### config.mk
export PLATFORM = sky130hd
export DESIGN_NAME = irq_aggregator
export DESIGN_NICKNAME = d
export VERILOG_FILES = /design/src/rtl/irq_agg_pkg.sv /design/src/rtl/irq_agg_decode.sv /design/src/rtl/irq_agg_stat_reg.sv /design/src/rtl/irq_agg_mask_reg.sv /design/src/rtl/irq_agg_combine.sv /design/src/rtl/irq_aggregator.sv
export SDC_FILE = /design/constraint.sdc
export NUM_CORES = 1
export LEC_CHECK = 0
export ABC_CLOCK_PERIOD_IN_PS = 1500
export BUFFER_PORTS_ARGS = -buffer_cell sky130_fd_sc_hd__buf_2
export CAP_MARGIN = 30
export CORE_ASPECT_RATIO = 1.2
export CORE_UTILIZATION = 35
export DETAILED_ROUTE_END_ITERATION = 8
export REMOVE_ABC_BUFFERS = 1
export SYNTH_ARGS = -nofsm -noshare
export SYNTH_HDL_FRONTEND = slang
export SYNTH_SLANG_ARGS = --single-unit
### constraint.sdc
create_clock -name clk -period 1.5 [get_ports clk]
set_clock_uncertainty 0.05 [all_clocks]
set_input_delay 0.075 -clock clk [delete_from_list [all_inputs] [get_ports clk]]
set_output_delay 0.075 -clock clk [all_outputs]
set_load 0.01 [all_outputs]
### src/rtl/irq_agg_pkg.sv
package irq_agg_pkg;
  parameter int DATA_W      = 32;
  parameter int MGMT_W      = 16;
  parameter int SUMMARY_BIT = 23;
  parameter int NUM_EV      = 4;

  localparam logic [31:0] MAIN_MASK_RST = 32'hff7f_ffff;
  localparam logic [31:0] MGMT_MASK_RST = 32'h0000_ffff;

  localparam int OFS_MAIN_STAT     = 'h100;
  localparam int OFS_MAIN_MASK     = 'h104;
  localparam int OFS_MAIN_STAT_ALT = 'h108;
  localparam int OFS_MAIN_MASK_ALT = 'h10c;
  localparam int OFS_MGMT_STAT     = 'h120;
  localparam int OFS_MGMT_MASK     = 'h124;

  typedef enum logic [2:0] {
    SEL_NONE,
    SEL_MAIN_STAT,
    SEL_MAIN_MASK,
    SEL_MGMT_STAT,
    SEL_MGMT_MASK
  } reg_sel_e;

  // main-status bit position of datapath event i
  function automatic int ev_bit(input int i);
    case (i)
      0:       ev_bit = 16;
      1:       ev_bit = 17;
      2:       ev_bit = 24;
      default: ev_bit = 25;
    endcase
  endfunction
endpackage

### src/rtl/irq_agg_decode.sv
module irq_agg_decode
  import irq_agg_pkg::*;
#(
  parameter int ADDR_W = 12
) (
  input  logic [ADDR_W-1:0] addr,
  output reg_sel_e          sel
);
  logic [ADDR_W-1:0] word_addr;

  assign word_addr = {addr[ADDR_W-1:2], 2'b00};

  always_comb begin
    if (word_addr == ADDR_W'(OFS_MAIN_STAT) || word_addr == ADDR_W'(OFS_MAIN_STAT_ALT))
      sel = SEL_MAIN_STAT;
    else if (word_addr == ADDR_W'(OFS_MAIN_MASK) || word_addr == ADDR_W'(OFS_MAIN_MASK_ALT))
      sel = SEL_MAIN_MASK;
    else if (word_addr == ADDR_W'(OFS_MGMT_STAT))
      sel = SEL_MGMT_STAT;
    else if (word_addr == ADDR_W'(OFS_MGMT_MASK))
      sel = SEL_MGMT_MASK;
    else
      sel = SEL_NONE;
  end
endmodule

### src/rtl/irq_agg_stat_reg.sv
module irq_agg_stat_reg #(
  parameter int          W    = 32,
  parameter logic [31:0] KEEP = 32'h0
) (
  input  logic         clk,
  input  logic         rst_n,
  input  logic         wr_en,
  input  logic         rd_clr,
  input  logic [W-1:0] wdata,
  input  logic [W-1:0] set_vec,
  output logic [W-1:0] stat_q
);
  localparam logic [W-1:0] KEEP_W = KEEP[W-1:0];

  always_ff @(posedge clk) begin
    if (!rst_n)
      stat_q <= '0;
    else if (wr_en)
      stat_q <= wdata | set_vec;
    else if (rd_clr)
      stat_q <= (stat_q & KEEP_W) | set_vec;
    else
      stat_q <= stat_q | set_vec;
  end
endmodule

### src/rtl/irq_agg_mask_reg.sv
module irq_agg_mask_reg #(
  parameter int          W   = 32,
  parameter logic [31:0] RST = 32'h0
) (
  input  logic         clk,
  input  logic         rst_n,
  input  logic         wr_en,
  input  logic [W-1:0] wdata,
  output logic [W-1:0] mask_q
);
  always_ff @(posedge clk) begin
    if (!rst_n)     mask_q <= RST[W-1:0];
    else if (wr_en) mask_q <= wdata;
  end
endmodule

### src/rtl/irq_agg_combine.sv
module irq_agg_combine #(
  parameter int DATA_W      = 32,
  parameter int MGMT_W      = 16,
  parameter int SUMMARY_BIT = 23
) (
  input  logic              clk,
  input  logic              rst_n,
  input  logic [DATA_W-1:0] main_stat,
  input  logic [DATA_W-1:0] main_mask,
  input  logic [MGMT_W-1:0] mgmt_stat,
  input  logic [MGMT_W-1:0] mgmt_mask,
  output logic              irq_q
);
  localparam logic [DATA_W-1:0] SUM_ONE = DATA_W'(1) << SUMMARY_BIT;

  logic [DATA_W-1:0] main_en;
  logic              mgmt_hit;
  logic [DATA_W-1:0] eff;

  // summary position enabled only through the management path
  assign main_en  = ~main_mask & ~SUM_ONE;
  assign mgmt_hit = |(mgmt_stat & ~mgmt_mask);
  assign eff      = (main_stat & main_en) | (mgmt_hit ? SUM_ONE : '0);

  always_ff @(posedge clk) begin
    if (!rst_n) irq_q <= 1'b0;
    else        irq_q <= |eff;
  end
endmodule

### src/rtl/irq_aggregator.sv
module irq_aggregator
  import irq_agg_pkg::*;
#(
  parameter int ADDR_W = 12
) (
  input  logic              clk,
  input  logic              rst_n,
  input  logic              acc_en,
  input  logic              acc_wr,
  input  logic [ADDR_W-1:0] acc_addr,
  input  logic [31:0]       acc_wdata,
  output logic [31:0]       rd_data,
  output logic              rd_valid,
  input  logic              ev_rx_done,
  input  logic              ev_no_rx_desc,
  input  logic              ev_tx_done,
  input  logic              ev_tx_all,
  input  logic              ev_link_chg,
  output logic              irq
);
  localparam logic [31:0] MAIN_KEEP = 32'(1) << SUMMARY_BIT;

  reg_sel_e          acc_sel;
  logic [NUM_EV-1:0] ev_vec;
  logic [DATA_W-1:0] main_set;
  logic [MGMT_W-1:0] mgmt_set;
  logic [DATA_W-1:0] main_stat_q, main_mask_q;
  logic [MGMT_W-1:0] mgmt_stat_q, mgmt_mask_q;
  logic              rd_req, wr_req;
  logic [31:0]       rd_mux;

  assign rd_req = acc_en && !acc_wr;
  assign wr_req = acc_en && acc_wr;

  irq_agg_decode #(.ADDR_W(ADDR_W)) u_decode (
    .addr (acc_addr),
    .sel  (acc_sel)
  );

  assign ev_vec = {ev_tx_all, ev_tx_done, ev_no_rx_desc, ev_rx_done};

  always_comb begin
    main_set = '0;
    for (int i = 0; i < NUM_EV; i++)
      main_set[ev_bit(i)] = main_set[ev_bit(i)] | ev_vec[i];
  end

  assign mgmt_set = {MGMT_W{ev_link_chg}};

  irq_agg_stat_reg #(.W(DATA_W), .KEEP(MAIN_KEEP)) u_main_stat (
    .clk     (clk),
    .rst_n   (rst_n),
    .wr_en   (wr_req && acc_sel == SEL_MAIN_STAT),
    .rd_clr  (rd_req && acc_sel == SEL_MAIN_STAT),
    .wdata   (acc_wdata[DATA_W-1:0]),
    .set_vec (main_set),
    .stat_q  (main_stat_q)
  );

  irq_agg_stat_reg #(.W(MGMT_W), .KEEP(32'h0)) u_mgmt_stat (
    .clk     (clk),
    .rst_n   (rst_n),
    .wr_en   (wr_req && acc_sel == SEL_MGMT_STAT),
    .rd_clr  (rd_req && acc_sel == SEL_MGMT_STAT),
    .wdata   (acc_wdata[MGMT_W-1:0]),
    .set_vec (mgmt_set),
    .stat_q  (mgmt_stat_q)
  );

  irq_agg_mask_reg #(.W(DATA_W), .RST(MAIN_MASK_RST)) u_main_mask (
    .clk    (clk),
    .rst_n  (rst_n),
    .wr_en  (wr_req && acc_sel == SEL_MAIN_MASK),
    .wdata  (acc_wdata[DATA_W-1:0]),
    .mask_q (main_mask_q)
  );

  irq_agg_mask_reg #(.W(MGMT_W), .RST(MGMT_MASK_RST)) u_mgmt_mask (
    .clk    (clk),
    .rst_n  (rst_n),
    .wr_en  (wr_req && acc_sel == SEL_MGMT_MASK),
    .wdata  (acc_wdata[MGMT_W-1:0]),
    .mask_q (mgmt_mask_q)
  );

  irq_agg_combine #(
    .DATA_W      (DATA_W),
    .MGMT_W      (MGMT_W),
    .SUMMARY_BIT (SUMMARY_BIT)
  ) u_combine (
    .clk       (clk),
    .rst_n     (rst_n),
    .main_stat (main_stat_q),
    .main_mask (main_mask_q),
    .mgmt_stat (mgmt_stat_q),
    .mgmt_mask (mgmt_mask_q),
    .irq_q     (irq)
  );

  always_comb begin
    case (acc_sel)
      SEL_MAIN_STAT: rd_mux = 32'(main_stat_q);
      SEL_MAIN_MASK: rd_mux = 32'(main_mask_q);
      SEL_MGMT_STAT: rd_mux = 32'(mgmt_stat_q);
      SEL_MGMT_MASK: rd_mux = 32'(mgmt_mask_q);
      default:       rd_mux = 32'h0;
    endcase
  end

  always_ff @(posedge clk) begin
    if (!rst_n) begin
      rd_data  <= '0;
      rd_valid <= 1'b0;
    end else begin
      rd_valid <= rd_req;
      if (rd_req) rd_data <= rd_mux;
    end
  end
endmodule

=== Word level (Yosys, flattened, before mapping) ===
Index checks and enable logic that the tools add are counted.

* Bitwise operators: 10
* Eq/ne operators: 10
* Reductions and logical operators: 13
* Multiplexer cells: 10

{| class="wikitable"
|+ Operators with widths
! kind !! number
|-
| one-hot mux 32 bit (4 select lines) || 1
|-
| two-way mux 32 bit || 2
|-
| OR 32 x 26 -> 32 bit || 2
|-
| equality test 10 x 7 -> 1 bit, second input constant || 6
|-
| AND 32 bit || 1
|-
| two-way mux 16 bit || 2
|-
| inverter 32 bit || 1
|-
| OR 16 bit || 2
|-
| OR 32 bit || 1
|-
| OR reduction 32 bit || 1
|-
| OR 24 x 26 -> 26 bit || 1
|-
| two-way mux 24 bit || 1
|-
| AND 16 bit || 1
|-
| inverter 16 bit || 1
|-
| OR reduction 16 bit || 1
|-
| two-way mux 3 bit || 4
|-
| logical AND 1 bit || 8
|-
| equality test 3 x 2 -> 1 bit, second input constant || 2
|-
| equality test 3 x 1 -> 1 bit, second input constant || 1
|-
| equality test 3 bit, second input constant || 1
|-
| logical OR 1 bit || 2
|-
| logical NOT 1 bit || 1
|}

* Input bits: 53
* Flip-flop bits (word level): 130
* Output and inout port bits: 34
* Logic and storage cells: 50

=== Logic depth before layout (Yosys ltp) ===
* Depth after elaboration: 9
* Mapped depth: 8
* Gate-level depth less buffers: 4

=== Modules after synthesis ===
From an unflattened synthesis, not the netlist that was laid out.

* Cells, all modules: 639
* Area, all modules: 6192.2 um^2

{| class="wikitable"
|+ By module, submodules not included
! module !! instances !! sequential area each (um^2) !! area an instance (um^2) !! cells an instance
|-
| irq_aggregator || 1 || 660.6 || 1821.7 || 204
|-
| irq_agg_stat_reg (u_main_stat) || 1 || 640.6 || 1380.1 || 139
|-
| irq_agg_mask_reg (u_main_mask) || 1 || 640.6 || 1151.1 || 103
|-
| irq_agg_stat_reg (u_mgmt_stat) || 1 || 320.3 || 696.9 || 69
|-
| irq_agg_mask_reg (u_mgmt_mask) || 1 || 320.3 || 580.6 || 52
|-
| irq_agg_combine || 1 || 20.0 || 479.2 || 64
|-
| irq_agg_decode || 1 || 0.0 || 82.6 || 8
|}

=== Least setup slack after synthesis ===
Ideal clock, no wire load.

* Path kind: input-to-reg
* Start: in acc_addr[9]
* End: reg u_main_stat.stat_q[10]
* Arrival time: 1479 ps
* Required time: 1333 ps
* Buffers on the path: 2
* Setup time: 117 ps
* Stages: 6
* Path slack: -146 ps
* Cells stage by stage: nor4b_4 > nand4_1 > and2_1 > buf_6 > buf_8 > a22o_2

* Word-level cells in the longest chain between the ends: 9
* Elaborated cells between the ends (all ways): 17
* Classes of those cells: eq/ne (7); mux (6); reduce/logical (4)

{| class="wikitable"
|+ RTL lines
! what !! RTL line !! source
|-
| start: declaration || irq_aggregator.sv:10 || <nowiki>input logic [ADDR_W-1:0] acc_addr,</nowiki>
|-
| equality test 10 x 7 -> 1 bit || irq_agg_decode.sv:20 || <nowiki>else if (word_addr == ADDR_W'(OFS_MGMT_MASK))</nowiki>
|-
| two-way mux 3 bit || irq_agg_decode.sv:20 ||
|-
| two-way mux 3 bit || irq_agg_decode.sv:18 || <nowiki>else if (word_addr == ADDR_W'(OFS_MGMT_STAT))</nowiki>
|-
| two-way mux 3 bit || irq_agg_decode.sv:16 || <nowiki>else if (word_addr == ADDR_W'(OFS_MAIN_MASK) || word_addr == ADDR_W'(OFS_MAIN_MASK_ALT))</nowiki>
|-
| two-way mux 3 bit (*) || irq_agg_decode.sv:14 || <nowiki>if (word_addr == ADDR_W'(OFS_MAIN_STAT) || word_addr == ADDR_W'(OFS_MAIN_STAT_ALT))</nowiki>
|-
| equality test 3 x 1 -> 1 bit (*) || irq_aggregator.sv:53, irq_aggregator.sv:54 ||
|-
| logical AND 1 bit || irq_aggregator.sv:54 || <nowiki>.rd_clr (rd_req && acc_sel == SEL_MAIN_STAT),</nowiki>
|-
| two-way mux 32 bit || irq_agg_stat_reg.sv:20 || <nowiki>else if (rd_clr)</nowiki>
|-
| two-way mux 32 bit (*) || irq_agg_stat_reg.sv:18 || <nowiki>else if (wr_en)</nowiki>
|-
| end signal: assignment || irq_agg_stat_reg.sv:19 || <nowiki>stat_q <= wdata | set_vec;</nowiki>
|-
| end signal: assignment || irq_agg_stat_reg.sv:21 || <nowiki>stat_q <= (stat_q & KEEP_W) | set_vec;</nowiki>
|-
| end signal: assignment || irq_agg_stat_reg.sv:23 || <nowiki>stat_q <= stat_q | set_vec;</nowiki>
|-
| end: declaration || irq_agg_stat_reg.sv:11 || <nowiki>output logic [W-1:0] stat_q</nowiki>
|}

Every way passes the cells marked *; elsewhere a longest branch is shown, timed or not.
A chain may end at the register's enable or synchronous reset.

=== Worst setup path in the final report ===
* Start: reg u_main_stat.stat_q[9]
* End: reg u_combine.irq_q

* Word-level cells in the longest chain between the ends: 3

{| class="wikitable"
|+ RTL lines
! what !! RTL line !! source
|-
| AND 32 bit || irq_agg_combine.sv:23 || <nowiki>assign eff = (main_stat & main_en) | (mgmt_hit ? SUM_ONE : '0);</nowiki>
|-
| OR 32 bit || irq_agg_combine.sv:23 ||
|-
| OR reduction 32 bit || irq_agg_combine.sv:27 || <nowiki>else irq_q <= |eff;</nowiki>
|-
| end signal: assignment || irq_agg_combine.sv:27 ||
|-
| end: declaration || irq_agg_combine.sv:12 || <nowiki>output logic irq_q</nowiki>
|}

Every way passes these cells.

==> flow_summary_export.csv <==
group,metric,value,unit
cells_and_area,synthToLayoutAreaGrowth,45.8,%
synthesis,synth-simple-area-share,19.6,%
timing,setup-tns-final,-0.0242,ns
drt,dr.pass1.iters,5,
synthesis,ys_dominant_reg_cell,"dfxtp_1",
global_routing,first_global_vias,5463,
cts,clk_pin_slew,0.05,ns
floorplanning,die_width,117,um
synthesis,syn_area,5540,um^2
timing,slew_viol_final,0,
placement,numPortBuffers,84,
synthesis,async_flop_share,0,%
drt,vias,5566,
cts,numCtsBuffers,17,
cells_and_area,nets,859,
setup_path,r2r-end,"u_combine.irq_q$_SDFF_PN0_",
synthesis,synth-adder-area-share,0,%
synthesis,synth_compound_area_share,24.4,%
cts,cts_tree,"done",
synthesis,synth_edf_count,0,
cts,cts_max_path_buffers,2,
outcome,violations,"setup timing",
timing,setup_ws,-0.0242,ns
outcome,status,"finished with violations",
synthesis,synth.avg_cell_area,9.26,um^2
timing,clock.fmax,656,MHz
global_routing,gr-usage-all-layers,23.5,%
placement,placed_area,6970,um^2
cells_and_area,final_util,52.1,%
timing,rsz0062_at_grt,"true",
setup_path,worst-r2r-setup-slack,-0.02,ns
setup_path,cp_max_fo,2,
setup_path,required,1.76,ns
setup_path,crit_path_start_kind,"register",
floorplanning,row_count,50,
synthesis,synthCells,598,
placement,dpl.hpwl,11900,um
cts,clock-sinks,130,
placement,place_congestion,0.824,
cells_and_area,antenna_cells,0,
flow_run,cap_violations,0,
global_routing,antenna_found_initial,0,
min_path,min_to,"rd_valid$_SDFF_PN0_",
global_routing,grt_pass1_wl,28700,um
cells_and_area,layout-drive-gt1-share,35.1,%
setup_path,ff2ff_path_depth,4,
synthesis,synth_xor_area_share,0,%
timing,hold_violations,0,
min_path,whs_path_depth,4,
drt,drt_wl_total,18600,um
synthesis,synth_top_family_by_area,"compound AO/OA/AOI/OAI gates",
floorplanning,core_area,15500,um^2
cts,cts.htree.levels,4,
synthesis,synth-seq-cells,130,
setup_path,worstSetupEndpointType,"register",
timing,setup_viol,1,
global_routing,grt_max_degree,38,
drt,routedWlPerCell,18.2,um
timing,min_period_over_period,102,%
cts,clk_latency,0.42,ns
pwr,ir_drop,0.801,mV
synthesis,synth_cell_types,40,
floorplanning,start_util,35.7,%
setup_path,critPathKind,"register to register",
setup_path,critPathArrivalTime,1.78,ns
drt,ant_nets,0,
pwr,power.leakage,0.00355,uW
floorplanning,dieHeight,140,um
global_routing,grt-ovfl-total,0,
synthesis,ys_warn_count,0,
drt,drtIter0Drc,488,
min_path,worstHoldStart,"acc_en",
floorplanning,io_pins,87,
drt,vias_per_cell,5.43,
cts,cts_root_buf,"clkbuf_16",
pwr,p_total,8090,uW
timing,whs,0.0228,ns
timing,tightest_slew,0.407,ns
timing,fin_crit,1.52,ns
pwr,power-per-cell-area,1000,nW/um^2
drt,drc,0,
min_path,hp-class,"input port to register",
timing,slew_headroom,72.2,%
cells_and_area,stdcell_area,8080,um^2
setup_path,r2r-start,"u_main_stat.stat_q[9]$_SDFFE_PN0P_",
floorplanning,dieArea,16300,um^2
synthesis,ys_seq_area_share,47.0,%
synthesis,synth.mux.area_fraction,3.07,%
-- cells by family after synthesis --
| logic type | count (synthesis) |
|---|---|
| buf+inv | 67 |
| compound gates | 173 |
| simple gates | 211 |
| flops | 130 |
| mux | 17 |
-- registers in the layout, summed over array words and instances (netlist names) --
name                count
rd_data                32
u_main_mask.mask_q     32
u_main_stat.stat_q     32
u_mgmt_mask.mask_q     16
u_mgmt_stat.stat_q     16
rd_valid                1
u_combine.irq_q         1
-- repair_timing --
item,in CTS,in global routing
setup buffers,0,3
cloned,0,1
pin swaps,4,3
hold buffers,39,0
setup endpoints to repair,1,6
resized for setup,19,10
endpoints found under the hold margin,97,0
-- Yosys cell counts, types with 16 or more instances --
cell type / n / area [um^2]
a21boi_0: 17 / 128
a22o_2: 26 / 260
nor2b_1: 39 / 244
a22oi_1: 32 / 240
a22o_1: 17 / 149
dfxtp_1: 130 / 2600
clkbuf_1: 27 / 101
inv_1: 17 / 63.8
mux2i_1: 17 / 170
a21oi_1: 16 / 80.1
o22ai_1: 16 / 100
nand2_1: 99 / 372
nand3_1: 34 / 170
nand4_1: 23 / 144
-- cell usage in the layout (no fill, tap or decap), types with 3 or more instances in the layout --
master           n
o22ai_1         16
a21boi_0        17
buf_4          101
a22oi_1         32
nor2b_1         37
nand2_1         99
a22o_1          17
a2111oi_2        7
nand4_1         23
buf_2           83
o21ai_0          6
clkbuf_8         3
o211ai_1        14
clkinv_2         4
o21ai_2         10
clkbuf_16       18
and2_1           3
dlygate4sd3_1   39
mux2i_1         17
inv_1           17
a221oi_1         4
dfxtp_1        128
a22o_2          26
a21oi_1         16
nand3_1         34
clkbuf_1         4
buf_12          13
-- critical path, cell delays in order, from the launching register on --
cell and delay (ns):
dfxtp_1 0.31, nor2b_1 0.17, a2111oi_2 0.38, nand4_1 0.18, o31a_1 0.32
-- per-layer routing --
layer  up-vias  wire length [um]  GRT usage (%)
met2       235              9120           38.4
met1      2662              7710           28.2
met4         0               622           13.1
met5         -                 0              0
li1       2619                 -              -
met3        50              1170           5.14
-- metrics by stage --
stage	std cells	setup WS (ns)
after detailed placement	952	-0.217
after global placement	952	-0.236
after CTS	1021	-0.0498
final	1025	-0.0242
after floorplan	548	-1.07
after global routing	1025	-0.0777
-- layout make-up --
class                      instances  area, um^2
fill                            1468        7440
clock buffer                      24         482
inverter                          17        63.8
tap                              208         260
timing repair buffer             239        1870
sequential                       130        2610
multi-input combinational        401        2720
clock inverter                     6        80.1
-- where the power goes --
group	total (uW)	switching [uW]	internal, uW
logic	579	298	282
clock network	3990	1440	2540
registers	3520	23.5	3500
total	8090	1760	6320
-- how the worst max path moves through the flow --
| stage | from | to | slack (ns) | cells past startpoint |
|---|---|---|---|---|
| after global placement | u_main_stat.stat_q[20]$_SDFFE_PN0P_ | u_combine.irq_q$_SDFF_PN0_ | -0.24 | 4 |
| after CTS | u_main_stat.stat_q[5]$_SDFFE_PN0P_ | u_combine.irq_q$_SDFF_PN0_ | -0.05 | 5 |
| after global routing | u_main_stat.stat_q[30]$_SDFFE_PN0P_ | u_combine.irq_q$_SDFF_PN0_ | -0.08 | 5 |
| after floorplan | acc_addr[2] | rd_data[15]$_SDFFE_PN0P_ | -1.07 | 4 |
| after detailed placement | u_main_stat.stat_q[30]$_SDFFE_PN0P_ | u_combine.irq_q$_SDFF_PN0_ | -0.22 | 5 |
| final | u_main_stat.stat_q[9]$_SDFFE_PN0P_ | u_combine.irq_q$_SDFF_PN0_ | -0.02 | 4 |
(Power assumes the default switching activity.)
